$ cat config.mk
export PLATFORM = sky130hd
export DESIGN_NAME = xcmp_compactor
export DESIGN_NICKNAME = d
export VERILOG_FILES = /design/src/rtl/xcmp_pkg.sv /design/src/rtl/xcmp_xor_tree.sv /design/src/rtl/xcmp_out_stage.sv /design/src/rtl/xcmp_compactor.sv
export SDC_FILE = /design/constraint.sdc
export NUM_CORES = 1
export LEC_CHECK = 0
export BUFFER_PORTS_ARGS = -buffer_cell sky130_fd_sc_hd__buf_2
export CORE_AREA = 2 2 39 41
export DETAILED_ROUTE_END_ITERATION = 7
export DIE_AREA = 0 0 41 43
export PLACE_DENSITY_LB_ADDON = 0.3
export SYNTH_ARGS = -nofsm -noshare
export SYNTH_HDL_FRONTEND = slang
export SYNTH_SLANG_ARGS = --single-unit
$ cat constraint.sdc
create_clock -name clk -period 1.1 [get_ports clk]
set_input_delay 0.165 -clock clk [delete_from_list [all_inputs] [get_ports clk]]
set_output_delay 0.165 -clock clk [all_outputs]
set_load 0.02 [all_outputs]
$ cat src/rtl/xcmp_pkg.sv
package xcmp_pkg;

  localparam int unsigned MAX_CHAINS = 16;
  localparam int unsigned MAX_OUTS   = 16;

  typedef logic [MAX_OUTS-1:0]   row_t;
  typedef row_t [MAX_CHAINS-1:0] row_tab_t;

  // Take the first `chains` values of width `outs` that have exactly `wt`
  // ones, in ascending order. With an odd wt the rows are non-zero,
  // pairwise distinct and of odd weight by construction.
  function automatic row_tab_t gen_rows(input int unsigned chains,
                                        input int unsigned outs,
                                        input int unsigned wt);
    row_tab_t    tab;
    int unsigned k;
    tab = '0;
    k   = 0;
    for (int unsigned v = 1; v < (32'd1 << outs); v++) begin
      int unsigned pc;
      pc = 0;
      for (int unsigned b = 0; b < outs; b++) pc += (v >> b) & 32'd1;
      if (pc == wt && k < chains) begin
        tab[k] = row_t'(v);
        k++;
      end
    end
    return tab;
  endfunction

endpackage

$ cat src/rtl/xcmp_xor_tree.sv
module xcmp_xor_tree #(
  parameter int unsigned       NUM_CHAINS = 8,
  parameter int unsigned       OUT_W      = 5,
  parameter xcmp_pkg::row_tab_t ROW_TABLE = xcmp_pkg::gen_rows(8, 5, 3)
) (
  input  logic [NUM_CHAINS-1:0] chain_i,
  output logic [OUT_W-1:0]      comp_o
);

  // One reduction tree per response bit. The taps are elaboration constants,
  // so each tree keeps only the chains that feed that column.
  for (genvar j = 0; j < OUT_W; j++) begin : g_col
    logic [NUM_CHAINS-1:0] tap;
    for (genvar i = 0; i < NUM_CHAINS; i++) begin : g_tap
      if (ROW_TABLE[i][j]) begin : g_on
        assign tap[i] = chain_i[i];
      end else begin : g_off
        assign tap[i] = 1'b0;
      end
    end
    assign comp_o[j] = ^tap;
  end

endmodule

$ cat src/rtl/xcmp_out_stage.sv
module xcmp_out_stage #(
  parameter int unsigned W       = 5,
  parameter bit          REG_OUT = 1'b1
) (
  input  logic         clk,
  input  logic         rst,
  input  logic         in_valid,
  output logic         in_ready,
  input  logic [W-1:0] in_data,
  output logic         out_valid,
  input  logic         out_ready,
  output logic [W-1:0] out_data
);

  if (REG_OUT) begin : g_reg
    logic         full_q;
    logic [W-1:0] data_q;

    // Accept when empty, or when the held word leaves on this same edge.
    assign in_ready = !full_q || out_ready;

    always_ff @(posedge clk) begin
      if (rst) begin
        full_q <= 1'b0;
      end else if (in_ready) begin
        full_q <= in_valid;
      end
    end

    always_ff @(posedge clk) begin
      if (in_valid && in_ready) data_q <= in_data;
    end

    assign out_valid = full_q;
    assign out_data  = data_q;
  end else begin : g_wire
    logic unused_clk_rst;
    assign unused_clk_rst = clk ^ rst;
    assign out_valid      = in_valid;
    assign in_ready       = out_ready;
    assign out_data       = in_data;
  end

endmodule

$ cat src/rtl/xcmp_compactor.sv
module xcmp_compactor #(
  parameter int unsigned        NUM_CHAINS = 8,
  parameter int unsigned        OUT_W      = 5,
  parameter int unsigned        ROW_WEIGHT = 3,
  parameter bit                 REG_OUT    = 1'b1,
  parameter xcmp_pkg::row_tab_t ROW_TABLE  =
    xcmp_pkg::gen_rows(NUM_CHAINS, OUT_W, ROW_WEIGHT)
) (
  input  logic                  clk,
  input  logic                  rst,
  input  logic                  in_valid,
  output logic                  in_ready,
  input  logic [NUM_CHAINS-1:0] in_chain,
  output logic                  out_valid,
  input  logic                  out_ready,
  output logic [OUT_W-1:0]      out_comp
);

  logic [OUT_W-1:0] comp_w;

  xcmp_xor_tree #(
    .NUM_CHAINS(NUM_CHAINS),
    .OUT_W     (OUT_W),
    .ROW_TABLE (ROW_TABLE)
  ) u_tree (
    .chain_i(in_chain),
    .comp_o (comp_w)
  );

  xcmp_out_stage #(
    .W      (OUT_W),
    .REG_OUT(REG_OUT)
  ) u_stage (
    .clk      (clk),
    .rst      (rst),
    .in_valid (in_valid),
    .in_ready (in_ready),
    .in_data  (comp_w),
    .out_valid(out_valid),
    .out_ready(out_ready),
    .out_data (out_comp)
  );

endmodule

==> run_results.csv <==
group,metric,value,unit
sta,fmax,1020,MHz
power,cellPowerDensity,1430,nW/um^2
cts,cts_tree,"yes",
setup_path,crit_fanout,3,
sta,grt_setup_unrepaired,"no",
placement,dp.cells,59,
cells_and_area,fin_cells,63,
floorplan,dieArea,1760,um^2
setup_path,cpMaxStageDelayCell,"dfxtp_1",
power,p_leak,0.247,nW
cts,cts.path.max_buffers,2,
cts,cts-buffers-inserted,3,
sta,setup_viol,0,
sta,hold_ws,0.0764,ns
synthesis,yosysUniqueCellTypes,10,
synthesis,synthTopCellsByArea,"edfxtp_1 (44%), xnor3_1 (13%), xnor2_1 (13%), xor2_1 (10%), xnor3_2 (7.0%)",
sta,period_minus_slack,0.980,ns
cts,cts-resized-gates,0,
synthesis,synth_top_area_frac,0.443,
global_route,antenna_found_initial,0,
setup_path,r2r_end,"u_stage.out_data[0]$_DFFE_PP_",
sta,drv_slew,0,
placement,io_buffers,18,
setup_path,startpoint,"u_stage.out_valid$_SDFFE_PP0P_",
route,drc,0,
global_route,grt_pass1_vias,211,
cts,clk_pin_slew,0.04,ns
synthesis,synth_compound_area_frac,0.0148,
setup_path,worstRegToRegCells,2,
cts,cts_root_buf,"clkbuf_4",
synthesis,synth_common_cells,"edfxtp_1 (5), xnor2_1 (5), xor2_1 (4), xnor3_1 (2)",
route,post_drt_via_cell_ratio,3.71,
synthesis,synthFlopType,"edfxtp_1",
synthesis,synth_cells,22,
floorplan,die_y,43,um
synthesis,muxShareOfSynthArea,0,
synthesis,synth_top_family_by_area,"XOR/XNOR gates",
synthesis,synth-seq-area-share,0.502,
setup_path,path_class,"register to output port",
setup_path,worstPathCellList,"nand2b_4 -> buf_2",
setup_path,cp.required,0.94,ns
route,firstDrtPassIters,1,
global_route,grt-ovfl-total,0,
cells_and_area,nNetsFinal,60,
cells_and_area,areaGrowthSynthToFinish,49.1,%
global_route,grt_pass1_wl,759,um
cells_and_area,antenna_cells,0,
sta,fin_crit_sh,0.891,
sta,tns,0,ns
floorplan,start_util,0.245,
route,vias,234,
sta,maxSlewHeadroom,0.802,
power,peakVddDrop,0.372,mV
sta,tightest_slew,0.295,ns
floorplan,coreArea,1380,um^2
synthesis,synthSimpleGateAreaFrac,0.0369,
setup_path,worstSetupEndpointType,"output port",
setup_path,cp-endpoint,"in_ready",
floorplan,fp.dieW,41,um
synthesis,syn_area,339,um^2
global_route,grt_max_degree,6,
cells_and_area,final_util,0.365,
cts,cts_num_sinks,6,
route,drtIter0Drc,0,
route,wl_per_cell,8.79,um
setup_path,worst-path-buf-inv,1,
synthesis,syn_avg_cell_area,15.4,um^2
synthesis,synth_edf_count,5,
floorplan,io_pins,19,
synthesis,yosys_warnings,0,
synthesis,yosysTopAreaCell,"edfxtp_1",
setup_path,startpoint_type,"register",
global_route,grt_use_total,0.0730,
setup_path,reg2reg_slack,0.15,ns
setup_path,critPathTopFamily,"flip-flops",
floorplan,rows,14,
placement,gp_congestion,0.614,
setup_path,crit_arrival,0.81,ns
setup_path,cpPeakStageDelay,0.36,ns
route,drt.antenna.violating_nets,0,
synthesis,synth_fp_nets,34,
route,drt_wl_total,554,um
outcome,outcome,"complete, no violations",
sta,hold_viol,0,
job,drv_cap,0,
sta,skew,0.00512,ns
cts,postCtsHoldBufs,0,
setup_path,cp.depth,2,
hold_path,min_path_type,"input pin to register",
cells_and_area,drive_gt1_frac,0.553,
synthesis,ys_async_sr_fraction,0,
synthesis,ys_ff_latch,6,
synthesis,synth_adder_area_share,0,
cts,postCtsSetupBuffers,0,
cts,h-tree-depth,1,
setup_path,r2r-start,"u_stage.out_valid$_SDFFE_PP0P_",
synthesis,synth_xor_xnor_area_share,0.435,
cts,clkLatencyLatePin,0.24,ns
[cell usage in the layout (no fill, tap or decap)]
master     n
xnor3_1    2
clkbuf_4   3
and2_1     1
nand2b_4   1
dfxtp_1    1
xnor2_1    5
xor2_1     4
buf_2     18
a21oi_1    1
xnor3_2    1
edfxtp_1   5
buf_4      3
clkbuf_1   1
inv_1      1
[power by group]
group          switching (mW)  internal (mW)
sequential            0.00763          0.290
clock                  0.0809          0.137
combinational           0.101          0.105
total                   0.189          0.533
[worst min-delay path by stage]
| stage | from | slack (ns) | to | cells after the start |
|---|---|---|---|---|
| 2_1_floorplan | rst | 0.23 | u_stage.out_valid$_SDFFE_PP0P_ | 1 |
| 3_3_place_gp | rst | 0.32 | u_stage.out_valid$_SDFFE_PP0P_ | 2 |
| 3_5_place_dp | rst | 0.32 | u_stage.out_valid$_SDFFE_PP0P_ | 2 |
| 4_1_cts | rst | 0.07 | u_stage.out_valid$_SDFFE_PP0P_ | 2 |
| 5_1_grt | rst | 0.07 | u_stage.out_valid$_SDFFE_PP0P_ | 2 |
| 6_report | rst | 0.08 | u_stage.out_valid$_SDFFE_PP0P_ | 2 |
[sequential cells by signal (all words and copies together) (netlist names)]
register	cells
u_stage.out_data	5
u_stage.out_valid	1
[layer usage]
layer / global-route usage / share of wire
met1: 0.0698 / 0.39
met2: 0.103 / 0.53
met3: 0.0157 / 0.079
met4: 0.100 / 0
met5: 0 / 0
[logic make-up (layout without fill, tap and decap cells)]
family	Yosys count	in the layout
XOR/XNOR	12	12
AND/OR/NAND/NOR	2	2
flip-flops	6	6
buffers and inverters	1	26
AO/OA/AOI/OAI	1	1
[layout make-up]
cell class              count  area, um^2
repair buffers             21         113
flip-flops and latches      6         170
multi-input cells          15         173
well taps                  16        20.0
inverters                   1        3.75
fillers                   150         878
clock buffers               4        26.3
[worst reg2reg max path, stage by stage (launching register included)]
cell      delay, ns
dfxtp_1        0.32
nand2b_4       0.07
and2_1         0.24
[stage by stage]
step / setup WS [ns] / total power, mW / cell area (um^2)
floorplan: 0.0389 / 0.437 / 347
global placement: -0.0648 / 0.508 / 479
detailed placement: -0.0792 / 0.509 / 479
CTS: 0.107 / 0.734 / 505
global route: 0.0909 / 0.766 / 505
finish: 0.120 / 0.722 / 505
No activity file was read; power rests on OpenSTA's default activity.
